File: config.mk
export PLATFORM = sky130hd
export DESIGN_NAME = stopmode_ctrl
export DESIGN_NICKNAME = d
export VERILOG_FILES = /design/src/rtl/stopmode_pkg.sv /design/src/rtl/stopmode_cfg_reg.sv /design/src/rtl/stopmode_fsm.sv /design/src/rtl/stopmode_osc_dec.sv /design/src/rtl/stopmode_ctrl.sv
export SDC_FILE = /design/constraint.sdc
export NUM_CORES = 1
export LEC_CHECK = 0
export ABC_AREA = 1
export ABC_CLOCK_PERIOD_IN_PS = 1400
export BUFFER_PORTS_ARGS = -buffer_cell sky130_fd_sc_hd__buf_4
export CAP_MARGIN = 0
export CORE_AREA = 2 2 39 41
export CTS_BUF_LIST = sky130_fd_sc_hd__clkbuf_2
export CTS_CLUSTER_DIAMETER = 80
export CTS_CLUSTER_SIZE = 25
export DETAILED_ROUTE_END_ITERATION = 12
export DIE_AREA = 0 0 41 43
export SYNTH_ARGS = -nofsm -noshare
export SYNTH_HDL_FRONTEND = slang
export SYNTH_SLANG_ARGS = --single-unit
export TNS_END_PERCENT = 5
File: constraint.sdc
create_clock -name clk -period 1.4 [get_ports clk]
set_input_delay 0.07 -clock clk [delete_from_list [all_inputs] [get_ports clk]]
set_output_delay 0.07 -clock clk [all_outputs]
set_load 0.005 [all_outputs]
File: src/rtl/stopmode_pkg.sv
package stopmode_pkg;
  localparam int CFG_W    = 4;
  localparam int BIT_FC   = 3;
  localparam int BIT_SC   = 2;
  localparam int BIT_NC   = 1;
  localparam int BIT_S2F  = 0;

  typedef enum logic [1:0] {
    PS_RUN     = 2'd0,
    PS_STOP_FC = 2'd1,
    PS_STOP_SC = 2'd2,
    PS_STOP_NC = 2'd3
  } pwr_state_e;

  typedef enum logic [1:0] {
    OSC_FULL = 2'd0,
    OSC_LOW  = 2'd1,
    OSC_OFF  = 2'd2
  } osc_mode_e;

  typedef struct packed {
    logic fc;
    logic sc;
    logic nc;
    logic s2f;
  } stop_cfg_t;
endpackage

File: src/rtl/stopmode_cfg_reg.sv
module stopmode_cfg_reg
  import stopmode_pkg::*;
#(
  parameter int W = CFG_W
) (
  input  logic          clk,
  input  logic          rst_n,
  input  logic          soft_rst,
  input  logic          wr_en,
  input  logic [W-1:0]  wr_data,
  output stop_cfg_t     cfg_q,
  output logic [W-1:0]  rd_data
);
  localparam int MODE_CNT_W = 2;

  stop_cfg_t          cfg_d;
  logic               cfg_en;
  logic [MODE_CNT_W-1:0] mode_cnt;
  logic               conflict;

  always_comb begin
    mode_cnt = {1'b0, wr_data[BIT_FC]} + {1'b0, wr_data[BIT_SC]}
             + {1'b0, wr_data[BIT_NC]};
    conflict = (mode_cnt > 2'd1);
  end

  always_comb begin
    cfg_en = soft_rst | wr_en;
    cfg_d  = cfg_q;
    if (soft_rst) begin
      cfg_d = '0;
    end else if (wr_en) begin
      cfg_d.s2f = wr_data[BIT_S2F];
      if (conflict) begin
        cfg_d.fc = 1'b0;
        cfg_d.sc = 1'b0;
        cfg_d.nc = 1'b0;
      end else begin
        cfg_d.fc = wr_data[BIT_FC];
        cfg_d.sc = wr_data[BIT_SC];
        cfg_d.nc = wr_data[BIT_NC];
      end
    end
  end

  always_ff @(posedge clk or negedge rst_n) begin
    if (!rst_n) begin
      cfg_q <= '0;
    end else if (cfg_en) begin
      cfg_q <= cfg_d;
    end
  end

  always_comb begin
    rd_data          = '0;
    rd_data[BIT_FC]  = cfg_q.fc;
    rd_data[BIT_SC]  = cfg_q.sc;
    rd_data[BIT_NC]  = cfg_q.nc;
    rd_data[BIT_S2F] = cfg_q.s2f;
  end
endmodule

File: src/rtl/stopmode_fsm.sv
module stopmode_fsm
  import stopmode_pkg::*;
(
  input  logic       clk,
  input  logic       rst_n,
  input  logic       soft_rst,
  input  stop_cfg_t  cfg,
  input  logic       stop_req,
  input  logic       ird_cfg,
  input  logic       irq_pending,
  input  logic       async_irq,
  input  logic       frame_start,
  output pwr_state_e state_q,
  output pwr_state_e state_d,
  output logic       rst_pulse_q,
  output logic       exc_pulse_q
);
  logic illegal_stop;
  logic rst_pulse_d;
  logic exc_pulse_d;
  logic wake_any;

  always_comb begin
    wake_any     = irq_pending | async_irq;
    illegal_stop = (state_q == PS_RUN) && stop_req && !(cfg.fc | cfg.sc | cfg.nc);
    state_d      = state_q;
    if (soft_rst) begin
      state_d = PS_RUN;
    end else begin
      unique case (state_q)
        PS_RUN: begin
          if (stop_req) begin
            if (cfg.fc)      state_d = PS_STOP_FC;
            else if (cfg.sc) state_d = PS_STOP_SC;
            else if (cfg.nc) state_d = PS_STOP_NC;
          end
        end
        PS_STOP_FC: begin
          if (wake_any) state_d = PS_RUN;
        end
        PS_STOP_SC: begin
          if (wake_any)                   state_d = PS_RUN;
          else if (frame_start && cfg.s2f) state_d = PS_STOP_FC;
        end
        PS_STOP_NC: begin
          if (async_irq) state_d = PS_RUN;
        end
        default: state_d = PS_RUN;
      endcase
    end
    rst_pulse_d = !soft_rst && illegal_stop && !ird_cfg;
    exc_pulse_d = !soft_rst && illegal_stop &&  ird_cfg;
  end

  always_ff @(posedge clk or negedge rst_n) begin
    if (!rst_n) begin
      state_q     <= PS_RUN;
      rst_pulse_q <= 1'b0;
      exc_pulse_q <= 1'b0;
    end else begin
      state_q     <= state_d;
      rst_pulse_q <= rst_pulse_d;
      exc_pulse_q <= exc_pulse_d;
    end
  end
endmodule

File: src/rtl/stopmode_osc_dec.sv
module stopmode_osc_dec
  import stopmode_pkg::*;
#(
  parameter bit OSC_REGISTERED = 1'b0
) (
  input  logic       clk,
  input  logic       rst_n,
  input  pwr_state_e state_q,
  input  pwr_state_e state_d,
  output osc_mode_e  osc_mode
);
  function automatic osc_mode_e map_osc(input pwr_state_e s);
    unique case (s)
      PS_STOP_SC: map_osc = OSC_LOW;
      PS_STOP_NC: map_osc = OSC_OFF;
      default:    map_osc = OSC_FULL;
    endcase
  endfunction

  generate
    if (OSC_REGISTERED) begin : g_reg
      osc_mode_e osc_q;
      always_ff @(posedge clk or negedge rst_n) begin
        if (!rst_n) osc_q <= OSC_FULL;
        else        osc_q <= map_osc(state_d);
      end
      assign osc_mode = osc_q;
      logic unused_q;
      assign unused_q = ^state_q;
    end else begin : g_comb
      assign osc_mode = map_osc(state_q);
      logic unused_d;
      assign unused_d = ^{state_d, clk, rst_n};
    end
  endgenerate
endmodule

File: src/rtl/stopmode_ctrl.sv
module stopmode_ctrl
  import stopmode_pkg::*;
#(
  parameter bit OSC_REGISTERED = 1'b0
) (
  input  logic             clk,
  input  logic             rst_n,
  input  logic             soft_rst,
  input  logic             cfg_wr_en,
  input  logic [CFG_W-1:0] cfg_wr_data,
  output logic [CFG_W-1:0] cfg_rd_data,
  input  logic             stop_req,
  input  logic             ird_cfg,
  input  logic             irq_pending,
  input  logic             async_irq,
  input  logic             frame_start,
  output logic [1:0]       pwr_state,
  output logic [1:0]       osc_mode,
  output logic             illegal_rst_req,
  output logic             illegal_exc_req
);
  stop_cfg_t  cfg_q;
  pwr_state_e st_q;
  pwr_state_e st_d;
  osc_mode_e  osc;

  stopmode_cfg_reg #(.W(CFG_W)) u_cfg (
    .clk     (clk),
    .rst_n   (rst_n),
    .soft_rst(soft_rst),
    .wr_en   (cfg_wr_en),
    .wr_data (cfg_wr_data),
    .cfg_q   (cfg_q),
    .rd_data (cfg_rd_data)
  );

  stopmode_fsm u_fsm (
    .clk        (clk),
    .rst_n      (rst_n),
    .soft_rst   (soft_rst),
    .cfg        (cfg_q),
    .stop_req   (stop_req),
    .ird_cfg    (ird_cfg),
    .irq_pending(irq_pending),
    .async_irq  (async_irq),
    .frame_start(frame_start),
    .state_q    (st_q),
    .state_d    (st_d),
    .rst_pulse_q(illegal_rst_req),
    .exc_pulse_q(illegal_exc_req)
  );

  stopmode_osc_dec #(.OSC_REGISTERED(OSC_REGISTERED)) u_osc (
    .clk     (clk),
    .rst_n   (rst_n),
    .state_q (st_q),
    .state_d (st_d),
    .osc_mode(osc)
  );

  assign pwr_state = st_q;
  assign osc_mode  = osc;
endmodule

## After elaboration in Yosys (flattened, before gate mapping)

Index checks and enable logic that the tools add are counted.

| word-level totals | value |
|---|---|
| register bits | 8 |
| output and inout port bits | 10 |
| input bits | 13 |
| logic and storage cells | 49 |

| operators by class | value |
|---|---|
| equal/unequal tests | 8 |
| order comparisons | 1 |
| mux-type cells | 14 |
| reduce and logical (&&, ||, !) cells | 13 |
| bitwise gates (word level) | 4 |
| $add $sub $neg | 2 |

Operators with widths:

| cell | count |
|---|---|
| 2-to-1 mux 2 bit | 9 |
| 2-to-1 mux 4 bit | 2 |
| case mux 2 bit (4 select lines) | 1 |
| logical AND 1 bit | 6 |
| != test 3 bit (second input constant) | 2 |
| != test 5 bit (second input constant) | 1 |
| AND reduction 5 bit | 1 |
| equality test 2 bit (second input constant) | 2 |
| != test 4 x 2 -> 1 bit (second input constant) | 1 |
| OR 1 bit | 4 |
| case mux 2 bit (2 select lines) | 1 |
| logical NOT 1 bit | 3 |
| 2-to-1 mux 3 bit | 1 |
| != test 3 x 2 -> 1 bit (second input constant) | 1 |
| adder 1 x 1 -> 2 bit | 1 |
| adder 2 x 1 -> 2 bit | 1 |
| equality test 2 x 1 -> 1 bit (second input constant) | 1 |
| > comparator 2 x 1 -> 1 bit (second input constant) | 1 |
| logical NOT 2 bit | 1 |
| AND reduction 2 bit | 1 |
| nonzero test 2 bit | 1 |

## Longest topological paths before layout

Gate-level depths: netlist of the first run.

| depth | value |
|---|---|
| word-level depth | 6 |
| depth in mapped cells | 8 |
| depth with buffers taken out | 8 |

## Hierarchy

A second synthesis of the first run with hierarchy kept.

| unflattened totals | value |
|---|---|
| cell total of the unflattened synthesis | 66 |
| area total of the unflattened synthesis | 480.5 um^2 |

Modules (own cells, without submodules):

| module | seq. area each (um^2) | area an instance (um^2) | instances | cells each |
|---|---|---|---|---|
| stopmode_fsm | 100.1 | 245.2 | 1 | 36 |
| stopmode_cfg_reg | 100.1 | 217.7 | 1 | 26 |
| stopmode_osc_dec | 0.0 | 17.5 | 1 | 4 |

## Worst setup path before layout of the first run

Ideal clock, no wire load.

| timing path | value |
|---|---|
| kind | reg-to-reg |
| start | register u_fsm.state_q[0] |
| end | register u_fsm.state_q[0] |
| buffers on the path | 0 |
| slack | 331 ps |
| arrival time | 952 ps |
| library setup time | 117 ps |
| stages on the path, launching flop included | 9 |
| clock period less this slack | 1069 ps |
| data required time | 1283 ps |
| path through | dfrtp_1 nand2_1 inv_2 nand2_2 nand2_1 nor2_2 nand2_2 nand2_1 nand2_1 |

| on the way | value |
|---|---|
| word-level cells in the longest chain between the ends | 3 |
| elaborated cells on any way between the ends | 12 |
| those cells by class | eq/ne (8); mux (2); reduce/logical (2) |

Ends and longest elaborated chain:

| element | RTL line | source |
|---|---|---|
| start, declared | stopmode_fsm.sv:13 | `output pwr_state_e state_q,` |
| start signal, assigned | stopmode_fsm.sv:61 | `state_q <= state_d;` |
| equality test 2 bit, or another cell as far along | stopmode_fsm.sv:30 | `unique case (state_q)` |
| != test 4 x 2 -> 1 bit (no line), or another cell as far along | -- |  |
| AND reduction 5 bit (no line) / 2-to-1 mux 2 bit (equally long branches) | -- |  |

Parallel ways exist; a longest one is shown, timed or not.
A chain may end at the register's enable or synchronous reset.

## Worst setup path after layout of the first run

Ends and elaborated chain as after synthesis.

==> results of run 1 <==
## power by group through the flow
| stage | logic, uW | clock network [uW] | registers, uW |
|---|---|---|---|
| 4_1_cts | 389 | 138 | 330 |
| 6_report | 383 | 131 | 329 |
| 3_3_place_gp | 376 | 0 | 336 |
| 3_5_place_dp | 383 | 0 | 334 |
| 2_1_floorplan | 220 | 0 | 329 |
| 5_1_grt | 451 | 156 | 337 |
## per-layer routing
metal / vias to the layer above / wire length [um] / share of wire / global-route usage
li1: 265 / - / - / -
met1: 234 / 438 / 0.40 / 0.1842
met2: 17 / 561 / 0.51 / 0.2469
met3: 0 / 91 / 0.083 / 0.07853
met4: 0 / 0 / 0 / 0.04000
met5: - / 0 / 0 / 0
## logic make-up after synthesis
kind of cell | Yosys count
and+or+nand+nor | 41
AOI/OAI and AO/OA | 6
adders and majority gates | 1
buffers and inverters | 10
DFF | 8
## registers in the layout, summed over array words and instances (netlist names)
name               count
u_fsm.state_q          2
u_fsm.rst_pulse_q      1
u_cfg.cfg_q            4
u_fsm.exc_pulse_q      1
## worst paths after layout
| check | from | end | slack [ps] | cells after the start |
|---|---|---|---|---|
| min reg2reg | u_cfg.cfg_q[0] | u_cfg.cfg_q[0] | 560 | 2 |
| max reg2reg | u_fsm.state_q[0] | u_fsm.state_q[0] | 260 | 8 |
| max in group asynchronous | rst_n | u_fsm.rst_pulse_q | 1080 | 2 |
| min | cfg_wr_data[0] | u_cfg.cfg_q[0] | 90 | 3 |
| max | u_fsm.state_q[0] | u_fsm.state_q[0] | 260 | 8 |
| min in group asynchronous | rst_n | u_cfg.cfg_q[2] | 190 | 2 |
## layout make-up
| cell class | count | area, um2 | share of cell area |
|---|---|---|---|
| Clock buffer | 3 | 15.01 | 0.02147 |
| Sequential cell | 8 | 200.2 | 0.2862 |
| Inverter | 10 | 37.54 | 0.05367 |
| Timing Repair Buffer | 24 | 185.2 | 0.2648 |
| Tap cell | 16 | 20.02 | 0.02862 |
| Multi-Input combinational cell | 48 | 241.5 | 0.3453 |
## tightest hold or removal path: stages
cell	delay [ps]
buf_4	80
nand3_1	60
o21ai_1	70
## metrics by stage
| stage | hold WS [ps] | utilization | cell area, um2 | cells | setup WS (ps) |
|---|---|---|---|---|---|
| 2_1_floorplan | -225.6 | - | 479.2 | 66 | 331.0 |
| 3_3_place_gp | -103.5 | 0.4801 | 664.4 | 104 | 270.8 |
| 3_5_place_dp | -103.8 | 0.4801 | 664.4 | 104 | 252.3 |
| 4_1_cts | 87.22 | 0.5054 | 699.4 | 109 | 241.7 |
| 5_1_grt | 104.9 | 0.5054 | 699.4 | 109 | 147.7 |
| 6_report | 89.04 | 0.5054 | 699.4 | 109 | 261.4 |
## Yosys cell counts
cell type and instances:
nand2_1 14, nor2_1 9, dfrtp_1 8, inv_1 8, nand3_1 8, nor2_2 5, o22ai_1 3, inv_2 2
nand2_2 2, a21o_1 1, ha_1 1, nor2_4 1, nor3_1 1, o21ai_0 1, o21ai_1 1, or2_2 1
## repair_timing
item                       4_1_cts  5_1_grt
hold buffers                     2        0
setup endpoints to repair        0        0
hold endpoints to repair         9        0
setup buffers                    0        0
==> summary.md, run 1 <==
| Metric | Value |
|---|---|
| CP bufs+invs | `1` |
| Final worst path period need | `between 1000 and 1500 ps` |
| Sequential fraction of the synthesis area | `0.4178` |
| Number of gates resized after cts | `0` |
| DR vias | `516` |
| Row cnt | `14` |
| Average size of a mapped cell | `approximately 7.3 um2` |
| Dpl hpwl | `898.8 um` |
| CTS max path bufs | `2` |
| Post-Synth Adder-Cell Area | `0.02611` |
| Remaining Overflow, GRT | `0` |
| Post-Route Setup TNS | `0 ps` |
| Mux share of post-synthesis cell area | `0` |
| Synthesized cell area | `479.2 um2` |
| Cell repeated most along the worst path | `nand2_1` |
| Initial antenna violation count | `0` |
| CP Data Arrival Time | `1260 ps` |
| Switching part of the total power | `0.3876` |
| Die width | `41 um` |
| Critical path class | `reg2reg` |
| RSZ-0062 raised after global routing | `false` |
| Antenna-violating nets left | `0` |
| Worst slew pin tran | `~230 ps` |
| Fillers | `158` |
| Crit share post-route | `0.8133` |
| Post-synth top area cell | `dfrtp_1` |
| Compound-cell area share of the yosys netlist | `0.07572` |
| Required time of the worst setup path | `1520 ps` |
| Synth Area in XOR/XNOR | `0` |
| Worst Setup Start Kind | `flop` |
| Core Region | `1384 um2` |
| Reg power frac | `0.390` |
| HP Class | `in2reg` |
| Wirelength per Cell | `10.00 um` |
| Pint | `approximately 520 uW` |
| Clock Latency Late Sink | `230 ps` |
| Final Hold Fails | `0` |
| Crit path capture type | `flop` |
| DRT Wirelength | `~1100 um` |
| Main combinational cell family by area after synthesis | `simple AND/OR/NAND/NOR gates` |
| Residual DRC | `0` |
| Starting Density | `0.3463` |
| CP max FO | `7` |
| Share of post-route cells with drive strength above 1 | `0.3871` |
| Slew Limit Fails | `0` |
| Slowest library cell on the worst path | `dfrtp_1` |
| Mapped Nets | `80` |
| Crit-path cells | `nand2_1, inv_2, nand2_2, nand2_1, nor2_2, nand2_2, nand2_1, nand2_1` |
| Synth cell types | `16` |
| Total Nets Final | `approximately 110` |
| Worst VDD drop | `0.4700 mV` |
| Status | `finished, final reports clean` |
| Worst-path clk slew | `70 ps` |
| Drt pass-1 iters | `3` |
| # setup viols final | `0` |
| FF+latch count, synth | `8` |
| Highest clock rate | `0.8783 GHz` |
| Tot Pwr | `843.9 uW` |
| YS warnings | `0` |
| CTS HTree Levels | `1` |
| Simple-Gate Fraction of Synth Area | `0.4021` |
| MaxCap Viol Count | `0` |
| Ranking of synthesized cells by area | `dfrtp_1 (42%), nand2_1 (11%), nand3_1 (8.4%), nor2_1 (7.0%), nor2_2 (6.5%)` |
| Lkg Pwr | `0.0003805 uW` |
| Full die area | `1763 um2` |
| Largest net degree at the start of global routing | `9` |
| Rel. slew slack | `0.8473` |
| Logic pwr share | `0.454` |
| Clock sink count | `8` |
| Clock Tree Root | `clkbuf_2` |
| Syn Inst Count | `66` |
| Inserted Diodes | `0` |
| P&R area growth vs syn | `45.95%` |
| Most frequent cells in the layout | `buf_4 (22), nand2_1 (14), nor2_1 (9)` |
| Via density | `between 4 and 5` |
| CTS Buf Count | `3` |
| First-pass GRT wire length | `1890 um` |
| Commonest non-fill, non-tap cell in the layout | `buf_4` |
| Clock skew | `5.068 ps` |
| CP delay by family, top | `simple AND/OR/NAND/NOR gates` |
| Total GRT Usage | `0.1577` |
| CTS tree | `done` |
| Psw | `327.1 uW` |
| PortBufs | `22` |
| DR iter-0 viols | `6` |
| Clock share of power | `0.156` |
| Die Y | `43 um` |
| Number of placed I/O pins | `23` |
| Crit-path max cell delay | `~460 ps` |
| Final GP Congestion | `0.7572` |
| Synth top area share | `0.4178` |
| Power per cell area | `around 1200 nW/um2` |
| Vias in the first global route | `499` |
Power figures use the tool's default switching activity.
==> inputs of run 2 (changes only) <==
--- a/config.mk
+++ b/config.mk
@@ -6,7 +6,7 @@
 export NUM_CORES = 1
 export LEC_CHECK = 0
 export ABC_AREA = 1
-export ABC_CLOCK_PERIOD_IN_PS = 1400
+export ABC_CLOCK_PERIOD_IN_PS = 1100
 export BUFFER_PORTS_ARGS = -buffer_cell sky130_fd_sc_hd__buf_4
 export CAP_MARGIN = 0
 export CORE_AREA = 2 2 39 41
==> constraint.sdc (replaced) <==
create_clock -name clk -period 1.1 [get_ports clk]
set_input_delay 0.055 -clock clk [delete_from_list [all_inputs] [get_ports clk]]
set_output_delay 0.055 -clock clk [all_outputs]
set_load 0.005 [all_outputs]
==> run 2 against run 1 <==
Count of clock-buffer cells in the layout unchanged. Flip-flop and latch count unchanged. Sequential power up 35%. Cell count up 2.8%. Routed wire length up 6.3%. Clock skew up 3.6 ps. Cell area up 7.3%. Largest power group unchanged.
==> summary.md, run 2 (synthesis gave the netlist of run 1 again) <==
| Metric | Value |
|---|---|
| Power per cell area | `1675 nW/um2 (+39%)` |
| Inserted Diodes | `0 (unchanged)` |
| CTS tree | `done` |
| Residual DRC | `0 (unchanged)` |
| DR vias | `539 (+4.5%)` |
| Full die area | `1763 um2 (unchanged)` |
| P&R area growth vs syn | `56.66%` |
| Lkg Pwr | `0.0003965 uW (+4.2%)` |
| Reg power frac | `0.353 (-0.037)` |
| Logic pwr share | `0.505 (+0.051)` |
| Rel. slew slack | `0.8725 (+0.02511)` |
| PortBufs | `22 (unchanged)` |
| Dpl hpwl | `865.2 um (-3.7%)` |
| DR iter-0 viols | `9 (+3)` |
| Total GRT Usage | `0.1722 (+0.01450)` |
| Psw | `490.3 uW (+50%)` |
| Largest net degree at the start of global routing | `9 (unchanged)` |
| Status | `finished, final reports clean` |
| Largest registers | `u_cfg.cfg_q x4, u_fsm.state_q x2` |
| Clock sink count | `8 (unchanged)` |
| Tot Pwr | `1257 uW (+49%)` |
| Pint | `766.8 uW (+48%)` |
| Via density | `4.813 (+1.7%)` |
| Share of post-route cells with drive strength above 1 | `0.4583 (+0.07124)` |
| Finished Layout Cells | `112 (+2.8%)` |
| First-pass GRT wire length | `2042 um (+8.0%)` |
| Worst Slack Setup Final | `8.308 ps (-253.1 ps)` |
| MaxCap Viol Count | `0 (unchanged)` |
| CP max FO | `6 (-1)` |
| Worst-path clk slew | `90 ps (+20 ps)` |
| Number of placed I/O pins | `23 (unchanged)` |
| Wirelength per Cell | `10.35 um (+3.5%)` |
| CTS HTree Levels | `1 (unchanged)` |
| Cell count after placement | `106 (+1.9%)` |
| Critical path class | `reg2reg` |
| Worst Setup Start Kind | `flop` |
| Remaining Overflow, GRT | `0 (unchanged)` |
| Initial antenna violation count | `0 (unchanged)` |
| Core Region | `1384 um2 (unchanged)` |
| Highest clock rate | `0.9160 GHz (+4.3%)` |
| Most frequent cells in the layout | `buf_4 (22), nand2_1 (13), nor2_1 (8), nand3_1 (8), inv_1 (7)` |
| Required time of the worst setup path | `1230 ps (-290 ps)` |
| Final GP Congestion | `0.7413 (-2.1%)` |
| Clock Tree Root | `clkbuf_2` |
| Switching part of the total power | `0.3900 (+0.002407)` |
| Drt pass-1 iters | `4 (+1)` |
| Crit path capture type | `flop` |
| Fillers | `139 (-12%)` |
| Clock Latency Late Sink | `240 ps (about the same)` |
| Crit share post-route | `0.9924 (+0.1792)` |
| CP Data Arrival Time | `1220 ps (-40 ps)` |
| Register area | `202.7 um2 (+1.2%)` |
| CTS Buf Count | `3 (unchanged)` |
| Vias in the first global route | `477 (-4.4%)` |
| Worst slew pin tran | `190.6 ps (-38.37 ps)` |
| Row cnt | `14 (unchanged)` |
| Die width | `41 um (unchanged)` |
| Final Hold Fails | `0 (unchanged)` |
| # setup viols final | `0 (unchanged)` |
| HP Class | `in2reg` |
| Area occupied by multi-input gates | `256.5 um2 (+6.2%)` |
| Most flops, register | `u_cfg.cfg_q` |
| Slew Limit Fails | `0 (unchanged)` |
| CTS max path bufs | `2 (unchanged)` |
| Clock skew | `8.695 ps (+3.627 ps)` |
| Max reg flops | `4 (unchanged)` |
| Die Y | `43 um (unchanged)` |
| Worst VDD drop | `0.7805 mV (+66%)` |
| Final worst path period need | `1092 ps (-46.92 ps)` |
| DRT Wirelength | `1159 um (+6.3%)` |
| Clock share of power | `0.141 (-0.015)` |
| Pre-CTS setup slack | `-45.57 ps (-297.9 ps)` |
| RSZ-0062 raised after global routing | `true` |
| Starting Density | `0.3463 (unchanged)` |
| Commonest non-fill, non-tap cell in the layout | `buf_4` |
| Total Nets Final | `112 (+2.8%)` |
| Antenna-violating nets left | `0 (unchanged)` |
==> run 2: changes by cell type in the layout (fill, tap and decap cells not counted), sizes merged <==
| cell | change |
|---|---|
| buf | +3 |
==> run 2: worst paths after layout <==
check	startpoint	endpoint	slack (ps)	depth (start not counted)
max	u_fsm.state_q[0]	u_fsm.state_q[1]	8	8
min	cfg_wr_data[0]	u_cfg.cfg_q[0]	50	3
max reg2reg	u_fsm.state_q[0]	u_fsm.state_q[1]	8	8
min reg2reg	u_cfg.cfg_q[0]	u_cfg.cfg_q[0]	550	2
max in group asynchronous	rst_n	u_fsm.state_q[1]	790	2
min in group asynchronous	rst_n	u_cfg.cfg_q[0]	160	2
==> run 2: power groups by stage <==
| stage | Combinational, uW | Clock [uW] | Sequential (uW) |
|---|---|---|---|
| final | 635 | 178 | 444 |
| after floorplan | 281 | 0 | 418 |
| after global placement | 530 | 0 | 422 |
| after detailed placement | 528 | 0 | 424 |
| after global routing | 719 | 210 | 453 |
| after CTS | 606 | 186 | 443 |
==> run 2: through the flow <==
| step | util | TNS (ps) | hold slack (ps) | cell area, um2 |
|---|---|---|---|---|
| 6_report | 0.5425 | 0 | 54.94 | 750.7 |
| 5_1_grt | 0.5425 | -239.6 | 59.36 | 750.7 |
| 4_1_cts | 0.5371 | 0 | 50.34 | 743.2 |
| 3_5_place_dp | 0.4910 | -87.04 | -115.0 | 679.4 |
| 3_3_place_gp | 0.4910 | -98.73 | -117.3 | 679.4 |
| 2_1_floorplan | - | 0 | -240.6 | 479.2 |
==> run 2: worst max-delay path, stage by stage (launching register included) <==
cell and delay [ps]:
dfrtp_2 470, nand2_2 80, inv_2 40, nand2_2 40, nand2_1 50, nor2_2 130
nand2_2 70, nand2_1 50, nand2_1 40
==> run 2: final cells by class <==
cell class                      instances  area share
Timing Repair Buffer                   27      0.2917
Multi-Input combinational cell         48      0.3417
Tap cell                               16     0.02667
Inverter                               10     0.05000
Clock buffer                            3     0.02000
Sequential cell                         8      0.2700
==> run 2: what timing repair did <==
| action | 4_1_cts | 5_1_grt |
|---|---|---|
| setup buffers | 1 | 0 |
| pin swaps | 4 | 2 |
| gates resized for setup | 7 | 3 |
| setup endpoints to repair | 5 | 5 |
| hold endpoints to repair | 9 | 0 |
| hold buffers | 2 | 0 |
==> run 2: per-layer routing <==
metal	global-route usage	wire (um)	vias up
met4	0.1000	20	0
met1	0.2351	498	242
met5	0	0	-
li1	-	-	273
met3	0.04712	78	4
met2	0.2344	562	20
==> inputs of run 3 (changes only) <==
--- a/config.mk
+++ b/config.mk
@@ -17,5 +17,6 @@
 export DIE_AREA = 0 0 41 43
 export SYNTH_ARGS = -nofsm -noshare
 export SYNTH_HDL_FRONTEND = slang
+export SYNTH_HIERARCHICAL = 1
 export SYNTH_SLANG_ARGS = --single-unit
 export TNS_END_PERCENT = 5
==> run 3 against run 2 <==
Clock skew fell by 7.4 ps. Synthesized area grew 0.26%. Maximum frequency up 8.2%. Critical endpoint is now osc_mode[1]. Critical path type is now reg2out. Flip-flop and latch count unchanged. Clock power about the same. Die area stayed put. Sequential share of layout area increased by 2.8 points. Setup slack better by 83 ps. Utilization decreased by 5.2 points. Routed wire length is 7.9% lower.
==> summary.md, run 3 <==
| Metric | Value |
|---|---|
| Status | `finished, final reports clean` |
| Row cnt | `14 (unchanged)` |
| P&R area growth vs syn | `41.41%` |
| Inserted Diodes | `0 (unchanged)` |
| Critical path class | `reg2out` |
| Clock Tree Root | `clkbuf_2` |
| CTS HTree Levels | `1 (unchanged)` |
| Final Hold Fails | `0 (unchanged)` |
| Final GP Congestion | `0.6585 (-11%)` |
| Average size of a mapped cell | `7.280 um2 (+0.26%)` |
| Finished Layout Cells | `105 (-6.3%)` |
| Most common cell in the netlist | `nand2_1` |
| Lkg Pwr | `0.0003662 uW (-7.7%)` |
| Residual DRC | `0 (unchanged)` |
| Ranking of synthesized cells by area | `dfrtp_1 (42%), nand2_1 (13%), nand3_1 (8.3%), inv_1 (7.8%), buf_4 (6.3%)` |
| Clock skew | `1.287 ps (-7.408 ps)` |
| Synth async-reset ratio | `1.000 (unchanged)` |
| Post-synth top area cell | `dfrtp_1` |
| Sequential fraction of the synthesis area | `0.4167 (-0.001088)` |
| HP Class | `in2reg` |
| Synth cell types | `14 (-2)` |
| RSZ-0062 raised after global routing | `true` |
| Worst VDD drop | `0.3318 mV (-57%)` |
| Full die area | `1763 um2 (unchanged)` |
| PortBufs | `22 (unchanged)` |
| Remaining Overflow, GRT | `0 (unchanged)` |
| Crit path capture type | `output port` |
| CTS Buf Count | `3 (unchanged)` |
| Total Nets Final | `105 (-6.3%)` |
| Power per cell area | `951.4 nW/um2 (-43%)` |
| Mapped Nets | `80 (unchanged)` |
| Wirelength per Cell | `10.16 um (-1.8%)` |
| Max reg flops | `4 (unchanged)` |
| Core Region | `1384 um2 (unchanged)` |
| Synthesized cell area | `480.5 um2 (+0.26%)` |
| Largest registers | `u_cfg/cfg_q x4, u_fsm/state_q x2` |
| Dpl hpwl | `779.2 um (-9.9%)` |
| Syn Inst Count | `66 (unchanged)` |
| Number of placed I/O pins | `23 (unchanged)` |
| MaxCap Viol Count | `0 (unchanged)` |
| FF+latch count, synth | `8 (unchanged)` |
| Clock sink count | `8 (unchanged)` |
| Die width | `41 um (unchanged)` |
| Die Y | `43 um (unchanged)` |
| CP max FO | `8 (+2)` |
| Vias in the first global route | `431 (-9.6%)` |
| Clock Latency Late Sink | `230 ps (about the same)` |
| Most frequent cells after synthesis | `nand2_1 (16), inv_1 (10), dfrtp_1 (8), nand3_1 (8), nor2_1 (7)` |
| CTS tree | `done` |
| CTS max path bufs | `2 (unchanged)` |
| CP Data Arrival Time | `950 ps (-270 ps)` |
| # setup viols final | `0 (unchanged)` |
| YS warnings | `6 (+6)` |
| Starting Density | `0.3472 (+0.0009040)` |
| EDFF count, synth | `0 (unchanged)` |
| DR vias | `484 (-10%)` |
| Largest net degree at the start of global routing | `10 (+1)` |
| Final Util | `0.4910 (-0.05154)` |
| Most flops, register | `u_cfg/cfg_q` |
| Worst slew pin tran | `216.5 ps (+25.89 ps)` |
| Most frequent cells in the layout | `buf_4 (22), nand2_1 (16), inv_1 (9)` |
| Drt pass-1 iters | `3 (-1)` |
| Cell count after placement | `100 (-5.7%)` |
| Final worst path period need | `1009 ps (-82.55 ps)` |
| Share of post-route cells with drive strength above 1 | `0.3596 (-0.09878)` |
| Worst-path clk slew | `80 ps (about the same)` |
| Main synth FF type | `dfrtp_1` |
| Fillers | `156 (+12%)` |
| Antenna-violating nets left | `0 (unchanged)` |
| First-pass GRT wire length | `1649 um (-19%)` |
| DR iter-0 viols | `7 (-2)` |
| Initial antenna violation count | `0 (unchanged)` |
| Via density | `4.610 (-4.2%)` |
| Commonest non-fill, non-tap cell in the layout | `buf_4` |
| Hold_ws | `29.62 ps (-25.31 ps)` |
| Worst Setup Start Kind | `flop` |
| DRT Wirelength | `1067 um (-7.9%)` |
| Synth top area share | `0.4167 (-0.001088)` |
| Rel. slew slack | `0.8543 (-0.01813)` |
| Highest clock rate | `0.9909 GHz (+8.2%)` |
| Slew Limit Fails | `0 (unchanged)` |
| Crit share post-route | `0.9174 (-0.07505)` |
| Required time of the worst setup path | `1040 ps (-190 ps)` |
| Total GRT Usage | `0.1433 (-0.02895)` |
-- run 3: per-stage QoR --
stage / setup WS [ps] / total power [uW] / setup TNS (ps) / area (um2)
final: 90.86 / 646.4 / 0 / 679.4
after global routing: -18.18 / 694.3 / -18.18 / 679.4
after CTS: 12.71 / 654.2 / 0 / 670.6
after detailed placement: 95.23 / 469.2 / 0 / 635.6
after global placement: 103.3 / 466.7 / 0 / 635.6
after floorplan: 180.7 / 395.0 / 0 / 480.5
-- run 3: timing repair --
item                                   4_1_cts  5_1_grt
gates resized for setup                      0        4
hold buffers                                 2        0
setup endpoints to repair                    0        4
setup buffers                                0        0
endpoints found under the hold margin        9        0
-- run 3: cells by family (layout without fill, tap and decap cells) --
logic type / after synthesis / count (layout) / share of synthesized area
AOI/OAI and AO/OA: 6 / 6 / 0.06248
adders and majority gates: 1 / 1 / 0.02604
buffers and inverters: 14 / 37 / 0.1406
DFF: 8 / 8 / 0.4167
and+or+nand+nor: 37 / 37 / 0.3542
-- run 3: worst max-delay path: stages, from the launching register on --
cell and delay [ps]:
dfrtp_2 480, nand2_1 90, inv_1 30, buf_4 120
-- run 3: metal layers --
layer  track usage  part of all wire  routed length [um]
met2        0.2188              0.51                 547
met3       0.04712             0.066                  70
met4        0.1000             0.013                  14
met5             0                 0                   0
met1        0.1569              0.41                 435
-- run 3: path summary, 6_finish.rpt --
kind | start | to | slack [ps] | cells past startpoint
hold reg to reg | u_cfg/cfg_q[3] | u_cfg/cfg_q[3] | 530 | 2
max in group asynchronous | rst_n | u_fsm/state_q[1] | 790 | 2
setup / recovery | u_fsm/state_q[0] | osc_mode[1] | 90 | 3
hold / removal | soft_rst | u_fsm/state_q[0] | 30 | 2
setup reg to reg | u_cfg/cfg_q[1] | u_fsm/rst_pulse_q | 90 | 2
min in group asynchronous | rst_n | u_fsm/rst_pulse_q | 170 | 2
-- run 3: layout make-up --
cell class              instances  area [um2]  share of cell area
clock buffers                   3       15.01             0.02210
inverters                      10       37.54             0.05525
multi-input cells              44       219.0              0.3223
flip-flops and latches          8       202.7              0.2983
well taps                      16       20.02             0.02947
repair buffers                 24       185.2              0.2726
-- run 3: power breakdown --
group	internal (uW)	total [uW]	switching, uW
logic	78.9	145	66.2
registers	309	327	17.8
clock network	74.4	175	100
total	462	646	184
